**config.mk**
```make
export PLATFORM = sky130hd
export DESIGN_NAME = bidir_parity_xcvr
export DESIGN_NICKNAME = d
export VERILOG_FILES = /design/src/rtl/xcvr_pkg.sv /design/src/rtl/xcvr_parity.sv /design/src/rtl/xcvr_drive_ctrl.sv /design/src/rtl/xcvr_out_stage.sv /design/src/rtl/bidir_parity_xcvr.sv
export SDC_FILE = /design/constraint.sdc
export NUM_CORES = 1
export LEC_CHECK = 0
export BUFFER_PORTS_ARGS = -buffer_cell sky130_fd_sc_hd__buf_2
export CAP_MARGIN = 20
export CORE_UTILIZATION = 44
export DETAILED_ROUTE_END_ITERATION = 8
export PLACE_DENSITY_LB_ADDON = 0.3
export RECOVER_POWER = 25
export SLEW_MARGIN = 20
export SYNTH_ARGS = -nofsm -noshare
export SYNTH_HDL_FRONTEND = slang
export SYNTH_SLANG_ARGS = --single-unit
```
**constraint.sdc**
```tcl
create_clock -name clk -period 1.07 [get_ports clk]
set_input_delay 0.1605 -clock clk [delete_from_list [all_inputs] [get_ports clk]]
set_output_delay 0.1605 -clock clk [all_outputs]
set_load 0.02 [all_outputs]
```
**src/rtl/xcvr_pkg.sv**
```systemverilog
package xcvr_pkg;

  typedef enum logic {
    XFER_B2A = 1'b0,
    XFER_A2B = 1'b1
  } xfer_dir_e;

  typedef struct packed {
    logic a;
    logic b;
    logic par;
    logic err;
  } drv_set_t;

  localparam int DRV_BITS = $bits(drv_set_t);

endpackage

```
**src/rtl/xcvr_parity.sv**
```systemverilog
module xcvr_parity #(
  parameter int W = 8
) (
  input  logic [W-1:0] a_bits,
  input  logic [W-1:0] b_bits,
  input  logic         odd_sel,
  input  logic         par_in,
  output logic         gen_par,
  output logic         chk_ok
);

  logic [W:0] a_fold;
  logic [W:0] b_fold;

  assign a_fold[0] = 1'b0;
  assign b_fold[0] = 1'b0;

  for (genvar i = 0; i < W; i++) begin : g_fold
    assign a_fold[i+1] = a_fold[i] ^ a_bits[i];
    assign b_fold[i+1] = b_fold[i] ^ b_bits[i];
  end

  assign gen_par = odd_sel ^ a_fold[W];
  assign chk_ok  = ~(b_fold[W] ^ par_in ^ odd_sel);

endmodule

```
**src/rtl/xcvr_drive_ctrl.sv**
```systemverilog
module xcvr_drive_ctrl
  import xcvr_pkg::*;
(
  input  logic     oe_n,
  input  logic     dir,
  output drv_set_t drv
);

  xfer_dir_e mode;
  logic      active;

  assign mode   = xfer_dir_e'(dir);
  assign active = ~oe_n;

  always_comb begin
    drv     = '0;
    if (active) begin
      if (mode == XFER_A2B) begin
        drv.b   = 1'b1;
        drv.par = 1'b1;
      end else begin
        drv.a   = 1'b1;
        drv.err = 1'b1;
      end
    end
  end

endmodule

```
**src/rtl/xcvr_out_stage.sv**
```systemverilog
module xcvr_out_stage #(
  parameter int PW     = 22,
  parameter int STAGES = 1
) (
  input  logic          clk,
  input  logic          rst_n,
  input  logic [PW-1:0] d,
  output logic [PW-1:0] q
);

  if (STAGES == 0) begin : g_pass
    assign q = d;
  end else begin : g_reg
    logic          rs_meta;
    logic          rs_sync;
    logic [PW-1:0] q_r;
    logic [PW-1:0] q_nxt;

    always_ff @(posedge clk or negedge rst_n) begin
      if (!rst_n) begin
        rs_meta <= 1'b0;
        rs_sync <= 1'b0;
      end else begin
        rs_meta <= 1'b1;
        rs_sync <= rs_meta;
      end
    end

    always_comb begin
      q_nxt = d;
    end

    always_ff @(posedge clk or negedge rs_sync) begin
      if (!rs_sync) begin
        q_r <= '0;
      end else begin
        q_r <= q_nxt;
      end
    end

    assign q = q_r;
  end

endmodule

```
**src/rtl/bidir_parity_xcvr.sv**
```systemverilog
module bidir_parity_xcvr
  import xcvr_pkg::*;
#(
  parameter int W      = 8,
  parameter int STAGES = 1
) (
  input  logic         clk,
  input  logic         rst_n,
  input  logic         oe_n,
  input  logic         dir,
  input  logic         odd_sel,
  input  logic [W-1:0] a_in,
  output logic [W-1:0] a_out,
  output logic         a_drv,
  input  logic [W-1:0] b_in,
  output logic [W-1:0] b_out,
  output logic         b_drv,
  input  logic         par_in,
  output logic         par_out,
  output logic         par_drv,
  output logic         err_n_out,
  output logic         err_drv
);

  localparam int PW = DRV_BITS + 2 * W + 2;

  drv_set_t      drv_c;
  drv_set_t      drv_q;
  logic          gen_par;
  logic          chk_ok;
  logic [PW-1:0] pack_c;
  logic [PW-1:0] pack_q;
  logic [W-1:0]  a_out_q;
  logic [W-1:0]  b_out_q;
  logic          par_q;
  logic          err_q;

  xcvr_parity #(.W(W)) u_parity (
    .a_bits  (a_in),
    .b_bits  (b_in),
    .odd_sel (odd_sel),
    .par_in  (par_in),
    .gen_par (gen_par),
    .chk_ok  (chk_ok)
  );

  xcvr_drive_ctrl u_drive (
    .oe_n (oe_n),
    .dir  (dir),
    .drv  (drv_c)
  );

  assign pack_c = {drv_c, b_in, a_in, gen_par, chk_ok};

  xcvr_out_stage #(.PW(PW), .STAGES(STAGES)) u_stage (
    .clk   (clk),
    .rst_n (rst_n),
    .d     (pack_c),
    .q     (pack_q)
  );

  assign {drv_q, a_out_q, b_out_q, par_q, err_q} = pack_q;

  assign a_out     = a_out_q;
  assign b_out     = b_out_q;
  assign par_out   = par_q;
  assign err_n_out = err_q;
  assign a_drv     = drv_q.a;
  assign b_drv     = drv_q.b;
  assign par_drv   = drv_q.par;
  assign err_drv   = drv_q.err;

endmodule

```
==> impl_metrics.py, run 1 <==
metrics = {
    "run_status": {
        "status": "complete, but fails checks",
        "violations": "negative setup slack",
    },
    "setup_path": {
        "path_common_cell": "xnor2_2",
        "required_ns": 1.29,
        "critical-path-slowest-cell": "dlygate4sd3_1",
        "crit_chain": "dlygate4sd3_1 -> buf_2 -> xnor2_2 -> xnor2_2 -> xnor2_1",
        "worstSetupEndpointType": "register",
        "crit_buf_inv": 2,
        "cp-start-kind": "input pin",
        "arrival_ns": 1.31,
        "max_stage_delay_ns": 0.54,
        "critPathKind": "input pin to register",
        "critical_path.top_delay_family": "buffers and inverters",
        "cp_max_fo": 2,
    },
    "power": {
        "clock_power_share": 0.239,
        "switching_share": 0.261,
        "switching_power_w": 0.000471,
        "p_int_w": 0.00133,
        "p_seq_frac": 0.515,
        "power.density_nw_per_um2": 1490,
        "ir_drop_v": 0.000988,
        "leakage_nw": 0.614,
        "p_comb_frac": 0.246,
    },
    "clock_tree": {
        "postCtsSetupBuffers": 0,
        "cts_max_level": 1,
        "cts_buffers": 3,
        "max-clock-path-buffers": 2,
        "worstSkewPairLatency_ns": 0.29,
        "clock_sinks": 22,
        "clkSlewWorstSetupHoldPaths_ns": 0.11,
        "cts_tree": "built",
        "cts_root_buf": "clkbuf_4",
    },
    "timing": {
        "fmax_ghz": 0.919,
        "hold_slack_ns": 0.0173,
        "fin_skew_ns": 0.00426,
        "period_share": 1.02,
        "worst_slack_ns": -0.0182,
        "hold_violations": 0,
        "slew_viol_final": 0,
        "setup_viol": 1,
        "rsz0062_at_grt": "true",
        "fin_tns_setup_ns": -0.0182,
        "fin_crit_ns": 1.09,
    },
    "floorplan": {
        "die-area_um2": 1850,
        "chipWidth_um": 43.0,
        "io_pins": 44,
        "start_util": 0.479,
        "die_h_um": 43.0,
        "core.rowCount": 14,
        "core_area_um2": 1540,
    },
    "synth": {
        "syn-num-nets": 64,
        "ys_seq_area_frac": 0.746,
        "postSynthCellCount": 42,
        "syn-mean-instance-area_um2": 17.6,
        "synth_cell_type_count": 8,
        "syn_area_um2": 738,
        "ys_warn_count": 0,
        "yosys_register_bits": 22,
    },
    "worst_hold_path": {
        "hold_class": "input pin to register",
    },
    "placement": {
        "placed_area_um2": 973,
        "pre_cts_ws_ns": -0.0477,
        "gp_routability_congestion": 0.636,
        "placedCellCount": 101,
        "port_buffers": 43,
    },
    "layout": {
        "final_net_count": 128,
        "nFillCells": 112,
        "drive_gt1_frac": 0.476,
        "syn_to_final_growth_pct": 63.4,
        "fin_cells": 121,
        "fin_area_um2": 1210,
        "antenna_cells": 0,
    },
    "global_routing": {
        "grt_pass1_wl_um": 2310,
        "antenna_found_initial": 0,
        "grt_overflow_total": 0,
        "grt_max_degree": 21,
        "grtUsageTotal": 0.170,
        "grt_pass1_vias": 557,
    },
    "drt": {
        "viasPerCell": 4.38,
        "wl_per_cell_um": 11.5,
        "dr.pass1.iters": 1,
        "drt_iter0_drc": 0,
        "vias": 530,
        "ant_nets": 0,
        "totalWireLength_um": 1390,
        "drcViolationCount": 0,
    },
    "run": {
        "cap_violations": 0,
    },
}
[per-layer routing]
layer  track usage  vias to the layer above  share of wire
met4        0.0545                        0              0
met5             0                        -              0
met1         0.185                      253           0.35
met2         0.330                       25           0.59
li1              -                      252              -
met3        0.0255                        0          0.055
[cell families after synthesis]
| kind of cell | after synthesis | share of synthesized area |
|---|---|---|
| buffers and inverters | 2 | 0.0203 |
| and+or+nand+nor | 2 | 0.0136 |
| other | 1 | 0.00508 |
| xor gates and xnor gates | 15 | 0.215 |
| DFF | 22 | 0.746 |
[power by group through the flow]
stage               Clock (W)  Sequential [W]  Combinational [W]
floorplan                   0         0.00105           0.000130
global placement            0        0.000936           0.000370
detailed placement          0        0.000938           0.000377
CTS                  0.000455        0.000921           0.000427
global route         0.000474        0.000934           0.000474
finish               0.000431        0.000927           0.000444
[timing repair]
action,in CTS,in global routing
resized for setup,0,4
endpoints found under the setup margin,0,2
hold buffers,18,0
hold endpoints to repair,19,0
[final cells by class]
cell class / instances / area [µm²] / share of cell area
well taps: 16 / 20.0 / 0.0166
flip-flops and latches: 22 / 551 / 0.456
clock buffers: 4 / 36.3 / 0.0301
repair buffers: 61 / 397 / 0.329
multi-input cells: 18 / 203 / 0.168
[path summary, 6_finish.rpt]
path,from,endpoint,slack [ns],cells after the start
max,b_in[2],u_stage.q[0],-0.02,5
min,oe_n,u_stage.q[18],0.02,2
max reg2reg,u_stage.g_reg.rs_sync,u_stage.q[12],0.46,1
min reg2reg,u_stage.g_reg.rs_sync,u_stage.q[8],0.28,1
max in group asynchronous,u_stage.g_reg.rs_sync,u_stage.q[12],0.46,1
min in group asynchronous,rst_n,u_stage.g_reg.rs_sync,0.16,2
[through the flow]
stage,total power [W],utilization
3_3_place_gp,0.00131,0.631
2_1_floorplan,0.00118,-
4_1_cts,0.00180,0.772
6_report,0.00180,0.782
3_5_place_dp,0.00131,0.631
5_1_grt,0.00188,0.782
[cells in the mapped netlist (all sizes together)]
cell / count / area share
buf: 2 / 0.020
conb: 1 / 0.0051
nor2b: 1 / 0.0085
nor2: 1 / 0.0051
xnor3: 2 / 0.061
dfrtp: 22 / 0.75
xor2: 2 / 0.024
xnor2: 11 / 0.13
[sequential cells by signal, summed over array words and instances, names as in the netlist]
name                   cells
u_stage.g_reg.rs_sync      1
u_stage.g_reg.rs_meta      1
u_stage.q                 20
[layout by cell type (no fill, tap or decap), types with 2 or more instances in the layout]
cell type / synthesis / routed
xnor3_1: 2 / 2
xnor2_2: 0 / 3
dlygate4sd3_1: 0 / 18
clkbuf_4: 0 / 3
buf_2: 0 / 40
xnor2_1: 11 / 8
dfrtp_1: 22 / 22
(Power assumes the default switching activity.)
==> inputs of run 2 (changes only) <==
--- a/config.mk
+++ b/config.mk
@@ -6,8 +6,7 @@
 export NUM_CORES = 1
 export LEC_CHECK = 0
 export BUFFER_PORTS_ARGS = -buffer_cell sky130_fd_sc_hd__buf_2
-export CAP_MARGIN = 20
-export CORE_UTILIZATION = 44
+export CORE_UTILIZATION = 40
 export DETAILED_ROUTE_END_ITERATION = 8
 export PLACE_DENSITY_LB_ADDON = 0.3
 export RECOVER_POWER = 25
==> constraint.sdc (replaced) <==
create_clock -name clk -period 1.05 [get_ports clk]
set_input_delay 0.1575 -clock clk [delete_from_list [all_inputs] [get_ports clk]]
set_output_delay 0.1575 -clock clk [all_outputs]
set_load 0.02 [all_outputs]
==> impl_metrics.py, run 2 (same netlist as run 1, synthesis figures left out) <==
metrics = {
    "run_status": {
        "status": "finished clean",
    },
    "floorplan": {
        "core.rowCount": 15,
        "core_area_um2": 1730,
        "start_util": 0.428,
        "chipWidth_um": 45.0,
        "die-area_um2": 2020,
        "die_h_um": 45.0,
        "io_pins": 44,
    },
    "setup_path": {
        "critical_path.top_delay_family": "flip-flops",
        "cp-start-kind": "register",
        "required_ns": 0.89,
        "crit_cells": 1,
        "worstSetupEndpointType": "output pin",
        "crit_buf_inv": 1,
        "max_stage_delay_ns": 0.39,
        "r2r_cells": 1,
        "arrival_ns": 0.84,
        "critical-path-slowest-cell": "dfrtp_1",
        "cp_max_fo": 1,
        "critPathKind": "register to output pin",
        "crit_chain": "buf_2",
    },
    "drt": {
        "vias": 525,
        "wl_per_cell_um": 9.96,
        "totalWireLength_um": 1320,
        "drcViolationCount": 0,
        "ant_nets": 0,
        "drt_iter0_drc": 2,
        "dr.pass1.iters": 6,
        "viasPerCell": 3.98,
    },
    "global_routing": {
        "grt_max_degree": 13,
        "grtUsageTotal": 0.155,
        "grt_pass1_vias": 501,
        "antenna_found_initial": 0,
        "grt_pass1_wl_um": 2080,
        "grt_overflow_total": 0,
    },
    "timing": {
        "rsz0062_at_grt": "false",
        "fmax_ghz": 0.999,
        "hold_violations": 0,
        "fin_crit_ns": 1.00,
        "fin_tns_setup_ns": 0,
        "tightest_slew_ns": 0.556,
        "hold_slack_ns": 0.161,
        "period_share": 0.953,
        "max_slew_margin": 0.629,
        "setup_viol": 0,
        "slew_viol_final": 0,
        "fin_skew_ns": 0.00350,
    },
    "placement": {
        "gp_routability_congestion": 0.623,
        "placedCellCount": 111,
        "port_buffers": 43,
    },
    "clock_tree": {
        "cts_resized": 0,
        "cts_tree": "built",
        "worstSkewPairLatency_ns": 0.29,
        "cts_buffers": 3,
        "cts_root_buf": "clkbuf_4",
        "clkSlewWorstSetupHoldPaths_ns": 0.11,
        "postCtsSetupBuffers": 0,
        "max-clock-path-buffers": 2,
        "cts_max_level": 1,
        "clock_sinks": 22,
    },
    "power": {
        "ir_drop_v": 0.000977,
        "leakage_nw": 0.598,
        "power_w": 0.00181,
        "power.density_nw_per_um2": 1510,
    },
    "layout": {
        "final_net_count": 130,
        "antenna_cells": 0,
        "fin_cells": 132,
        "final_cell_mix": "buf_2, dfrtp_1, dlygate4sd3_1",
        "final_common_cell": "buf_2",
        "largest_reg_flops": 20,
        "drive_gt1_frac": 0.421,
        "syn_to_final_growth_pct": 62.5,
    },
    "run": {
        "cap_violations": 0,
    },
    "worst_hold_path": {
        "hold_class": "input pin to async pin",
    },
}
==> run 2: changes by cell type in the layout (fill, tap and decap cells not counted) <==
cell / previous run / this run
xnor2_1: 8 / 11
xnor2_2: 3 / 0
clkbuf_1: 1 / 3
clkbuf_2: 1 / 0
dlygate4sd3_1: 18 / 19
xor2_1: 1 / 2
xor2_2: 1 / 0
==> run 2: where the power goes <==
group | leakage (nW) | internal (W) | total, W | switching [W]
Sequential | 0.259 | 0.000921 | 0.000943 | 0.0000214
Clock | 0.0210 | 0.000211 | 0.000438 | 0.000227
Combinational | 0.318 | 0.000216 | 0.000429 | 0.000214
==> run 2: worst paths after layout <==
check	start	slack, ns	endpoint
min in group clk	a_in[1]	0.31	u_stage.q[1]
max	u_stage.q[1]	0.05	par_out
max in group asynchronous	u_stage.g_reg.rs_sync	0.37	u_stage.q[12]
min reg2reg	u_stage.g_reg.rs_sync	0.29	u_stage.q[6]
min	rst_n	0.16	u_stage.g_reg.rs_meta
max reg2reg	u_stage.g_reg.rs_sync	0.37	u_stage.q[12]
==> run 2: through the flow <==
stage                     utilization  cell area [µm²]  setup slack, ns
final                           0.695             1200           0.0493
after global routing            0.695             1200          0.00256
after CTS                       0.706             1220          0.00583
after detailed placement        0.575              992          -0.0543
after global placement          0.575              992          -0.0315
after floorplan                     -              738            0.112
==> run 2: routing by layer <==
metal,global-route usage,vias to the layer above,share of wire
li1,-,256,-
met1,0.149,245,0.37
met2,0.270,24,0.57
met3,0.0600,0,0.063
met4,0.103,0,0
met5,0,-,0
==> run 2: area by class of cell <==
cell class | instances | area, µm²
clock buffer | 4 | 36.3
fill | 151 | 527
multi-input combinational | 18 | 173
sequential | 22 | 551
tap | 25 | 31.3
timing repair buffer | 63 | 409
==> run 2: timing repair <==
item                                   CTS  global route
setup endpoints to repair                0             2
hold buffers                            19             0
endpoints found under the hold margin   20             0
